### config.mk
export PLATFORM = sky130hd
export DESIGN_NAME = xlat_buffer
export DESIGN_NICKNAME = d
export VERILOG_FILES = /design/src/rtl/xb_pkg.sv /design/src/rtl/xb_cam.sv /design/src/rtl/xb_perm_chk.sv /design/src/rtl/xb_victim.sv /design/src/rtl/xlat_buffer.sv
export SDC_FILE = /design/constraint.sdc
export NUM_CORES = 2
export LEC_CHECK = 0
export CAP_MARGIN = 10
export CORE_MARGIN = 2
export CORE_UTILIZATION = 45
export CTS_BUF_LIST = sky130_fd_sc_hd__clkbuf_4 sky130_fd_sc_hd__clkbuf_8 sky130_fd_sc_hd__clkbuf_16
export DETAILED_ROUTE_END_ITERATION = 10
export DONT_BUFFER_PORTS = 1
export SKIP_CTS_REPAIR_TIMING = 1
export SLEW_MARGIN = 10
export SYNTH_ARGS = -nofsm -noshare
export SYNTH_HDL_FRONTEND = slang
export SYNTH_SLANG_ARGS = --single-unit
### constraint.sdc
create_clock -name clk -period 5.7 [get_ports clk]
set_input_delay 0.57 -clock clk [delete_from_list [all_inputs] [get_ports clk]]
set_output_delay 0.57 -clock clk [all_outputs]
set_load 0.01 [all_outputs]
### src/rtl/xb_pkg.sv
package xb_pkg;

   // Access enables; packed so that bit index == {user, write}
   typedef struct packed {
      logic usr_wr;   // bit 3
      logic usr_rd;   // bit 2
      logic krn_wr;   // bit 1
      logic krn_rd;   // bit 0
   } xb_perm_t;

   localparam int XB_PERM_W = $bits(xb_perm_t);

   function automatic logic [1:0] xb_access_sel(input logic user, input logic write);
      return {user, write};
   endfunction

endpackage

### src/rtl/xb_cam.sv
module xb_cam #(
   parameter int ENTRIES = 32,
   parameter int TAG_W   = 30,
   localparam int IDX_W  = $clog2(ENTRIES)
) (
   input  logic                       clk,
   input  logic                       rst_n,
   input  logic [ENTRIES-1:0]         ent_valid,
   input  logic [ENTRIES-1:0][TAG_W-1:0] ent_tag,
   input  logic [TAG_W-1:0]           look_tag,
   output logic                       any_match,
   output logic [IDX_W-1:0]           sel_idx
);

   logic [ENTRIES-1:0] match_vec;
   logic [ENTRIES-1:0] sel_oh;

   for (genvar g = 0; g < ENTRIES; g++) begin : g_cmp
      assign match_vec[g] = ent_valid[g] && (ent_tag[g] == look_tag);
   end

   // isolate the lowest set bit: lowest index wins on duplicates
   assign sel_oh    = match_vec & (~match_vec + ENTRIES'(1));
   assign any_match = |match_vec;

   always_comb begin
      sel_idx = '0;
      for (int i = 0; i < ENTRIES; i++) begin
         if (sel_oh[i]) sel_idx = sel_idx | IDX_W'(i);
      end
   end

   AST_SEL_ONEHOT: assert property (@(posedge clk) disable iff (!rst_n)
      $onehot0(sel_oh)) else $error("select vector not one-hot");
   AST_SEL_PRESENT: assert property (@(posedge clk) disable iff (!rst_n)
      (match_vec != '0) |-> (sel_oh != '0)) else $error("match without select");

endmodule

### src/rtl/xb_perm_chk.sv
module xb_perm_chk
   import xb_pkg::*;
#(
   parameter bit CHECK_EN = 1'b1
) (
   input  xb_perm_t perm,
   input  logic     is_user,
   input  logic     is_write,
   output logic     allow
);

   if (CHECK_EN) begin : g_check
      logic [XB_PERM_W-1:0] perm_bits;
      assign perm_bits = perm;
      assign allow     = perm_bits[xb_access_sel(is_user, is_write)];
   end else begin : g_open
      logic unused_ok;
      assign unused_ok = ^{perm, is_user, is_write};
      assign allow     = 1'b1;
   end

endmodule

### src/rtl/xb_victim.sv
module xb_victim #(
   parameter int ENTRIES = 32,
   localparam int IDX_W  = $clog2(ENTRIES)
) (
   input  logic               clk,
   input  logic               rst_n,
   input  logic [ENTRIES-1:0] ent_valid,
   input  logic               fill_en,
   input  logic               flush,
   output logic [IDX_W-1:0]   victim_idx
);

   logic [IDX_W-1:0] rr_ptr_q;
   logic [IDX_W-1:0] free_idx;
   logic             have_free;

   always_comb begin
      free_idx  = '0;
      have_free = 1'b0;
      for (int i = ENTRIES - 1; i >= 0; i--) begin
         if (!ent_valid[i]) begin
            free_idx  = IDX_W'(i);
            have_free = 1'b1;
         end
      end
   end

   assign victim_idx = have_free ? free_idx : rr_ptr_q;

   always_ff @(posedge clk or negedge rst_n) begin
      if (!rst_n) begin
         rr_ptr_q <= '0;
      end else if (flush) begin
         rr_ptr_q <= '0;
      end else if (fill_en && !have_free) begin
         rr_ptr_q <= rr_ptr_q + IDX_W'(1);
      end
   end

   AST_PTR_HOLD: assert property (@(posedge clk) disable iff (!rst_n)
      (!fill_en && !flush) |=> $stable(rr_ptr_q)) else $error("pointer moved without fill");
   AST_FREE_FIRST: assert property (@(posedge clk) disable iff (!rst_n)
      have_free |-> !ent_valid[victim_idx]) else $error("victim is a live entry");

endmodule

### src/rtl/xlat_buffer.sv
module xlat_buffer
   import xb_pkg::*;
#(
   parameter int VA_W      = 43,
   parameter int PA_W      = 34,
   parameter int PAGE_BITS = 13,
   parameter int ENTRIES   = 32,
   parameter bit PERM_EN   = 1'b1,
   localparam int VPN_W    = VA_W - PAGE_BITS,
   localparam int PFN_W    = PA_W - PAGE_BITS,
   localparam int IDX_W    = $clog2(ENTRIES)
) (
   input  logic             clk,
   input  logic             rst_n,
   input  logic             req_valid,
   input  logic [VA_W-1:0]  req_va,
   input  logic             req_write,
   input  logic             req_user,
   input  logic             fill_valid,
   input  logic [VPN_W-1:0] fill_vpn,
   input  logic [PFN_W-1:0] fill_pfn,
   input  logic [3:0]       fill_perm,
   input  logic             flush,
   output logic             rsp_valid,
   output logic             rsp_hit,
   output logic             rsp_miss,
   output logic             rsp_fault,
   output logic [PA_W-1:0]  rsp_pa
);

   // elaboration-time parameter checks
   if (ENTRIES < 2 || (1 << IDX_W) != ENTRIES) begin : g_bad_entries
      $error("ENTRIES must be a power of two of at least 2");
   end
   if (PAGE_BITS < 1 || VA_W <= PAGE_BITS || PA_W <= PAGE_BITS) begin : g_bad_widths
      $error("address widths must exceed the page offset width");
   end

   // entry storage
   logic [ENTRIES-1:0]            valid_q;
   logic [ENTRIES-1:0][VPN_W-1:0] tag_q;
   logic [ENTRIES-1:0][PFN_W-1:0] pfn_q;
   xb_perm_t [ENTRIES-1:0]        perm_q;

   logic [IDX_W-1:0] victim_idx;
   logic             fill_en;

   assign fill_en = fill_valid && !flush;

   xb_victim #(.ENTRIES(ENTRIES)) u_victim (
      .clk        (clk),
      .rst_n      (rst_n),
      .ent_valid  (valid_q),
      .fill_en    (fill_en),
      .flush      (flush),
      .victim_idx (victim_idx)
   );

   for (genvar g = 0; g < ENTRIES; g++) begin : g_ent
      always_ff @(posedge clk or negedge rst_n) begin
         if (!rst_n) begin
            valid_q[g] <= 1'b0;
            tag_q[g]   <= '0;
            pfn_q[g]   <= '0;
            perm_q[g]  <= '0;
         end else if (flush) begin
            valid_q[g] <= 1'b0;
         end else if (fill_en && victim_idx == IDX_W'(g)) begin
            valid_q[g] <= 1'b1;
            tag_q[g]   <= fill_vpn;
            pfn_q[g]   <= fill_pfn;
            perm_q[g]  <= xb_perm_t'(fill_perm);
         end
      end
   end

   // lookup path: compare, permission check, frame select, join
   logic [VPN_W-1:0]     look_vpn;
   logic [PAGE_BITS-1:0] look_ofs;
   logic                 any_match;
   logic [IDX_W-1:0]     sel_idx;
   logic                 allow;
   xb_perm_t             sel_perm;
   logic [PFN_W-1:0]     sel_pfn;

   assign look_vpn = req_va[VA_W-1:PAGE_BITS];
   assign look_ofs = req_va[PAGE_BITS-1:0];

   xb_cam #(.ENTRIES(ENTRIES), .TAG_W(VPN_W)) u_cam (
      .clk       (clk),
      .rst_n     (rst_n),
      .ent_valid (valid_q),
      .ent_tag   (tag_q),
      .look_tag  (look_vpn),
      .any_match (any_match),
      .sel_idx   (sel_idx)
   );

   assign sel_perm = perm_q[sel_idx];
   assign sel_pfn  = pfn_q[sel_idx];

   xb_perm_chk #(.CHECK_EN(PERM_EN)) u_perm (
      .perm     (sel_perm),
      .is_user  (req_user),
      .is_write (req_write),
      .allow    (allow)
   );

   always_ff @(posedge clk or negedge rst_n) begin
      if (!rst_n) begin
         rsp_valid <= 1'b0;
         rsp_hit   <= 1'b0;
         rsp_miss  <= 1'b0;
         rsp_fault <= 1'b0;
         rsp_pa    <= '0;
      end else begin
         rsp_valid <= req_valid;
         rsp_hit   <= req_valid && any_match && allow;
         rsp_fault <= req_valid && any_match && !allow;
         rsp_miss  <= req_valid && !any_match;
         rsp_pa    <= (req_valid && any_match && allow) ? {sel_pfn, look_ofs} : '0;
      end
   end

   AST_RSP_LATENCY: assert property (@(posedge clk) disable iff (!rst_n)
      req_valid |=> rsp_valid) else $error("response not one cycle after request");
   AST_ONE_OUTCOME: assert property (@(posedge clk) disable iff (!rst_n)
      rsp_valid |-> ($countones({rsp_hit, rsp_miss, rsp_fault}) == 1)) else $error("outcome not unique");
   AST_IDLE_QUIET: assert property (@(posedge clk) disable iff (!rst_n)
      !rsp_valid |-> (!rsp_hit && !rsp_miss && !rsp_fault && rsp_pa == '0)) else $error("idle outputs active");
   AST_OFS_THRU: assert property (@(posedge clk) disable iff (!rst_n)
      req_valid |=> (!rsp_hit || rsp_pa[PAGE_BITS-1:0] == $past(look_ofs))) else $error("offset altered");
   AST_NO_PA_LEAK: assert property (@(posedge clk) disable iff (!rst_n)
      (rsp_fault || rsp_miss) |-> (rsp_pa == '0)) else $error("address leaked");
   AST_FLUSH_EMPTY: assert property (@(posedge clk) disable iff (!rst_n)
      (flush ##1 req_valid) |=> rsp_miss) else $error("hit right after flush");

endmodule

Word-level counts from Yosys, hierarchy flattened
Index checks and enable logic that the tools add are counted.
- bits in registers: 1835
- output and inout port bits: 38
- add/sub/neg operators: 2
- order comparisons: 2
- equality and inequality tests: 63
- mux-type cells: 394
- bitwise gates (word level): 3
- reduce and logical (&&, ||, !) cells: 141
- operator list (kind ; number):
    30-bit 2-to-1 mux ; 64
    21-bit 2-to-1 mux ; 65
    30-bit == test ; 32
    4-bit 2-to-1 mux ; 73
    5-bit 2-to-1 mux ; 52
    1-bit 2-to-1 mux ; 130
    21-bit binary-select mux with 5-bit select ; 1
    5-bit == test, second input constant ; 16
    1-bit logical AND ; 70
    2-bit nonzero test ; 33
    2-bit AND reduction ; 32
    5-bit by 4-bit == test with 1-bit output, second input constant ; 8
    34-bit 2-to-1 mux ; 1
    32-bit by 1-bit adder with 32-bit output, second input constant ; 1
    32-bit AND ; 1
    32-bit inverter ; 1
    32-bit OR reduction ; 1
    4-bit binary-select mux with 5-bit select ; 1
    5-bit by 3-bit == test with 1-bit output, second input constant ; 4
    3-bit 2-to-1 mux ; 4
    5-bit by 2-bit == test with 1-bit output, second input constant ; 2
    5-bit by 6-bit < comparator with 1-bit output, second input constant ; 1
    5-bit by 1-bit adder with 5-bit output, second input constant ; 1
    5-bit by 1-bit == test with 1-bit output, second input constant ; 1
    other kinds (6) ; 10

Longest topological paths before layout
- depth after elaboration: 42
- mapped depth: 21

Hierarchy
A second synthesis with hierarchy kept.
- cell total of the unflattened synthesis: 6129
- area total of the unflattened synthesis: 87061.0 µm²
- modules (own cells, without submodules) (module ; instances ; cells each ; area an instance (µm²)):
    xlat_buffer ; 1 ; 4538 ; 74358.8
    xb_cam ; 1 ; 1494 ; 11954.0
    xb_victim ; 1 ; 96 ; 725.7
    xb_perm_chk ; 1 ; 1 ; 22.5

Worst setup path before layout
OpenSTA, ideal clock, no wires.
- path type: in2reg
- start: in req_va[40]
- end: reg rsp_pa[10]
- setup time: 66 ps
- data arrival time: 4305 ps
- slack: 1329 ps
- cell stages on the path: 21
- path buffers: 6
- cell sequence: buf_6 buf_8 buf_4 xor2_1 nand4b_1 nor4_1 nand3_1 nand3_1 o311ai_2 a31oi_2 nand2_4 buf_12 buf_12 mux2i_1 mux2i_1 nor2_1 nor4_2 nand3_1 a211oi_4 buf_6 and2_1
- cells in the longest elaborated chain, start to end: 42
- RTL lines (item ; RTL line ; RTL):
    from (decl) ; xlat_buffer.sv:16 ; input logic [VA_W-1:0] req_va,
    30-bit == test ; xb_cam.sv:19 ; assign match_vec[g] = ent_valid[g] && (ent_tag[g] == look_tag);
    1-bit logical AND ; xb_cam.sv:19 ;
    32-bit inverter ; xb_cam.sv:23 ; assign sel_oh = match_vec & (~match_vec + ENTRIES'(1));
    32-bit by 1-bit adder with 32-bit output ; xb_cam.sv:23 ;
    32-bit AND ; xb_cam.sv:23 ;
    1-bit 2-to-1 mux ; xb_cam.sv:29 ; if (sel_oh[i]) sel_idx = sel_idx | IDX_W'(i);
    2-bit 2-to-1 mux (2 in series) ; xb_cam.sv:29 ;
    3-bit 2-to-1 mux (4 in series) ; xb_cam.sv:29 ;
    4-bit 2-to-1 mux (8 in series) ; xb_cam.sv:29 ;
    5-bit 2-to-1 mux (16 in series) ; xb_cam.sv:29 ;
    4-bit binary-select mux with 5-bit select ; xlat_buffer.sv:99 ; assign sel_perm = perm_q[sel_idx];
    4-bit 2-to-1 mux (implied by the code) ; xlat_buffer.sv:99 ;
    1-bit binary-select mux with 2-bit select ; xb_perm_chk.sv:15 ; assign allow = perm_bits[xb_access_sel(is_user, is_write)];
    1-bit 2-to-1 mux (implied by the code) ; xb_perm_chk.sv:15 ;
    1-bit logical AND * ; xlat_buffer.sv:121 ; rsp_pa <= (req_valid && any_match && allow) ? {sel_pfn, look_ofs} : '0;
    34-bit 2-to-1 mux * ; xlat_buffer.sv:121 ;
    to (signal assigned) ; xlat_buffer.sv:121 ;
    to (decl) ; xlat_buffer.sv:28 ; output logic [PA_W-1:0] rsp_pa
Mark *: on every way between the ends. The rest lies on a longest branch, timed or not. The select of a mux whose other input is x is not followed.
A chain may end at the register's enable or synchronous reset.

Final worst setup path
- start: reg tag_q[435] (netlist bit)
- end: reg rsp_pa[30]
- cells in the longest elaborated chain, start to end: 29
- RTL lines (item ; RTL line ; RTL):
    from (decl) ; xlat_buffer.sv:41 ; logic [ENTRIES-1:0][VPN_W-1:0] tag_q;
    from (signal, indexed assignment) ; xlat_buffer.sv:70 ; tag_q[g] <= fill_vpn;
    30-bit == test * ; xb_cam.sv:19 ;
    1-bit logical AND * ; xb_cam.sv:19 ;
    32-bit inverter ; xb_cam.sv:23 ;
    32-bit by 1-bit adder with 32-bit output ; xb_cam.sv:23 ;
    32-bit AND ; xb_cam.sv:23 ;
    4-bit 2-to-1 mux (2 in series) ; xb_cam.sv:29 ;
    5-bit 2-to-1 mux (16 in series) ; xb_cam.sv:29 ;
    4-bit binary-select mux with 5-bit select ; xlat_buffer.sv:99 ;
    4-bit 2-to-1 mux (implied by the code) ; xlat_buffer.sv:99 ;
    1-bit binary-select mux with 2-bit select ; xb_perm_chk.sv:15 ;
    1-bit 2-to-1 mux (implied by the code) ; xb_perm_chk.sv:15 ;
    1-bit logical AND ; xlat_buffer.sv:121 ;
    34-bit 2-to-1 mux * ; xlat_buffer.sv:121 ;
Marked as above.

==> impl_metrics.env <==
export IMPL_crit_path_end_kind="register"
export IMPL_syn_num_nets=7308
export IMPL_rows=164
export IMPL_final_hold_viol_count=78
export IMPL_synth_cell_types=92
export IMPL_path_class="register to register"
export IMPL_multi_input_area_um2=41900
export IMPL_fill_cells=17271
export IMPL_worstPathRequired_ns=6.47
export IMPL_grt_antenna_before_repair=20
export IMPL_synth_most_common_cell="dfrtp_1"
export IMPL_total_power_w=0.0295
export IMPL_area_delta_synth_final_pct=11.6
export IMPL_failed_checks="hold timing"
export IMPL_ys_top_cells_by_count="1,835 x dfrtp_1, 1,783 x mux2_2, 893 x xnor2_1"
export IMPL_place_inst=9406
export IMPL_fin_cells=9849
export IMPL_p_leak_nw=45.2
export IMPL_final_nets=7137
export IMPL_die_width_um=453
export IMPL_ys_ff_latch=1835
export IMPL_synth_edf_count=0
export IMPL_drive_above_1_share_pct=33.6
export IMPL_clk_path_buf_depth=3
export IMPL_max_freq_ghz=0.184
export IMPL_hp_class="primary input to asynchronous set/reset pin"
export IMPL_synth_warnings=0
export IMPL_period_needed_ns=5.44
export IMPL_synth_seq_area_share_pct=50.6
export IMPL_drc=0
export IMPL_syn_area_um2=90700
export IMPL_synthTopCellsByArea="dfrtp_1 51%, mux2_2 22%, xnor2_1 8.6%"
export IMPL_worst_r2r_setup_slack_ns=0.26
export IMPL_fin_skew_ns=0.0515
export IMPL_status="finished, violations left"
export IMPL_synthArstFlopShare_pct=100
export IMPL_vias=60800
export IMPL_wirelength_um=303000
export IMPL_grt_max_degree=257
export IMPL_powerDensity_nw_per_um2=292
export IMPL_hold_slack_ns=-0.102
export IMPL_pin_count=143
export IMPL_dp_hpwl_um=168000
export IMPL_clock_sinks=1835
export IMPL_cts_tree="yes"
export IMPL_drt_iter0_markers=6287
export IMPL_tns_ns=0
export IMPL_wl_per_cell_um=30.8
export IMPL_path_cells="xnor2_1 -> nand4_1 -> nor4_1 -> and3_1 -> o21ai_0 -> nand4_1 -> nand3_1 -> a21o_1 -> nor3_2 -> nand2_1 -> o21ai_0 -> o311ai_1 -> and4b_1 -> a211oi_4 -> buf_12 -> a21boi_1"
export IMPL_critPathTopFamily="simple AND/OR/NAND/NOR gates"
export IMPL_maxSlewViolCount=0
export IMPL_initial_core_util_pct=45.3
export IMPL_clkSlewWorstSetupHoldPaths_ns=0.06
export IMPL_rsz0062_at_grt="no"
export IMPL_synth_ff_type="dfrtp_1"
export IMPL_fin_crit_sh_pct=95.4
export IMPL_grt_usage_pct=29.1
export IMPL_grt_pass1_wl_um=435000
export IMPL_regArea_um2=45900
export IMPL_drtPass1Iterations=6
export IMPL_syn_mean_instance_area_um2=12.6
export IMPL_synth_top_cell_area_share_pct=50.6
export IMPL_syn_instance_count=7202
export IMPL_cap_violations=0
export IMPL_port_buffers=0
export IMPL_worst_path_buf_inv=1
export IMPL_root_buffer="clkbuf_16"
export IMPL_htreeDepth=4
export IMPL_cts_made_buffers=198
export IMPL_tightest_slew_ns=1.31
export IMPL_grt_pass1_vias=60554
export IMPL_ir_drop_uv=312
export IMPL_insertion_delay_ns=0.88
export IMPL_crit_fanout=29
export IMPL_slowest_stage="nor3_2"
export IMPL_grt_overflow_total=0
export IMPL_dieArea_um2=205000
export IMPL_avgViaCountPerCell=6.17
export IMPL_critPathArrivalTime_ns=6.20
export IMPL_max_stage_delay_ns=1.04
export IMPL_core_um2=200000
export IMPL_routabilityCongestion=0.879
export IMPL_setup_viol=0
export IMPL_die_h_um=453
export IMPL_maxSlewHeadroom_pct=12.7
export IMPL_synth_top_cell_by_area="dfrtp_1"
export IMPL_crit_path_start_kind="register"
export IMPL_postRouteAntennaNets=0
-- cell usage in the layout, fill, tap and decap left out, types with 49 or more instances in the layout --
master	count
xnor2_1	893
clkbuf_4	57
o21ai_0	98
clkbuf_8	49
a21oi_1	68
mux2_2	1783
buf_4	97
nand2_1	299
dfrtp_1	1835
xor2_1	60
nor4_1	125
and2_1	50
clkbuf_16	203
nand3_1	194
nand4_1	452
mux2i_1	280
-- power breakdown --
part	leakage (nW)	total (W)	switching, W	internal [W]
Combinational	16.5	0.00232	0.00132	0.00101
Clock	3.44	0.0135	0.00544	0.00801
Sequential	25.2	0.0138	0.000287	0.0135
Total	45.2	0.0295	0.00704	0.0225
-- registers in the layout, summed over array words and instances (netlist names) --
signal             count
perm_q               128
valid_q               32
tag_q                960
u_victim.rr_ptr_q      5
pfn_q                672
rsp_hit                1
rsp_fault              1
rsp_pa                34
rsp_valid              1
rsp_miss               1
-- worst register-to-register path: cells and delay by family, from the launching register on --
family | cells | cell delay [ns]
flip-flops | 1 | 0.39
AND/OR/NAND/NOR | 8 | 3.00
buffers and inverters | 1 | 0.24
AO/OA/AOI/OAI | 6 | 1.51
XOR/XNOR | 1 | 0.22
-- routing by layer --
layer  up-vias  part of all wire [%]  GRT usage [%]
li1      25502                     -              -
met1     32133                    42           39.7
met2      2523                    46           46.2
met3       640                   7.8           5.09
met4         2                   4.2           11.0
met5         -                0.0040              0
-- metrics by stage --
| step | cell area (um2) | util, % | setup slack (ns) |
|---|---|---|---|
| after CTS | 99600 | 49.8 | 0.244 |
| after global placement | 92700 | 46.4 | 0.0720 |
| after detailed placement | 92700 | 46.4 | 0.0433 |
| final | 101000 | 50.6 | 0.264 |
| after global routing | 101000 | 50.6 | 0.117 |
| after floorplan | 90700 | - | 1.33 |
-- worst paths after layout --
check                             end  depth (start not counted)          from
max in group asynchronous  pfn_q[191]                          9         rst_n
min                        tag_q[943]                          2         rst_n
min in group clk           tag_q[416]                          2  fill_vpn[26]
max reg2reg                rsp_pa[30]                         16    tag_q[435]
max                        rsp_pa[30]                         16    tag_q[435]
min reg2reg                 pfn_q[24]                          1     pfn_q[24]
-- layout make-up --
cell class / count / area share (%)
multi-input cells: 4750 / 41.4
flip-flops and latches: 1835 / 45.4
diodes: 6 / 0.0148
inverters: 32 / 0.119
well taps: 2656 / 3.28
clock inverters: 47 / 0.640
repair buffers: 214 / 3.12
clock buffers: 309 / 6.11
-- logic make-up (layout without fill, tap and decap cells) --
family                     after synthesis  after routing  share of synthesized area [%]
muxes                                 2063           2063                           25.2
xor gates and xnor gates               963            963                           9.38
and+or+nand+nor                       1325           1325                           8.12
buffers and inverters                  617            602                           3.48
AOI/OAI and AO/OA                      398            398                           3.12
adders and majority gates                1              1                         0.0138
DFF                                   1835           1835                           50.6
other                                    0              6                              0
Note: power is estimated with default switching activity, not from simulation.
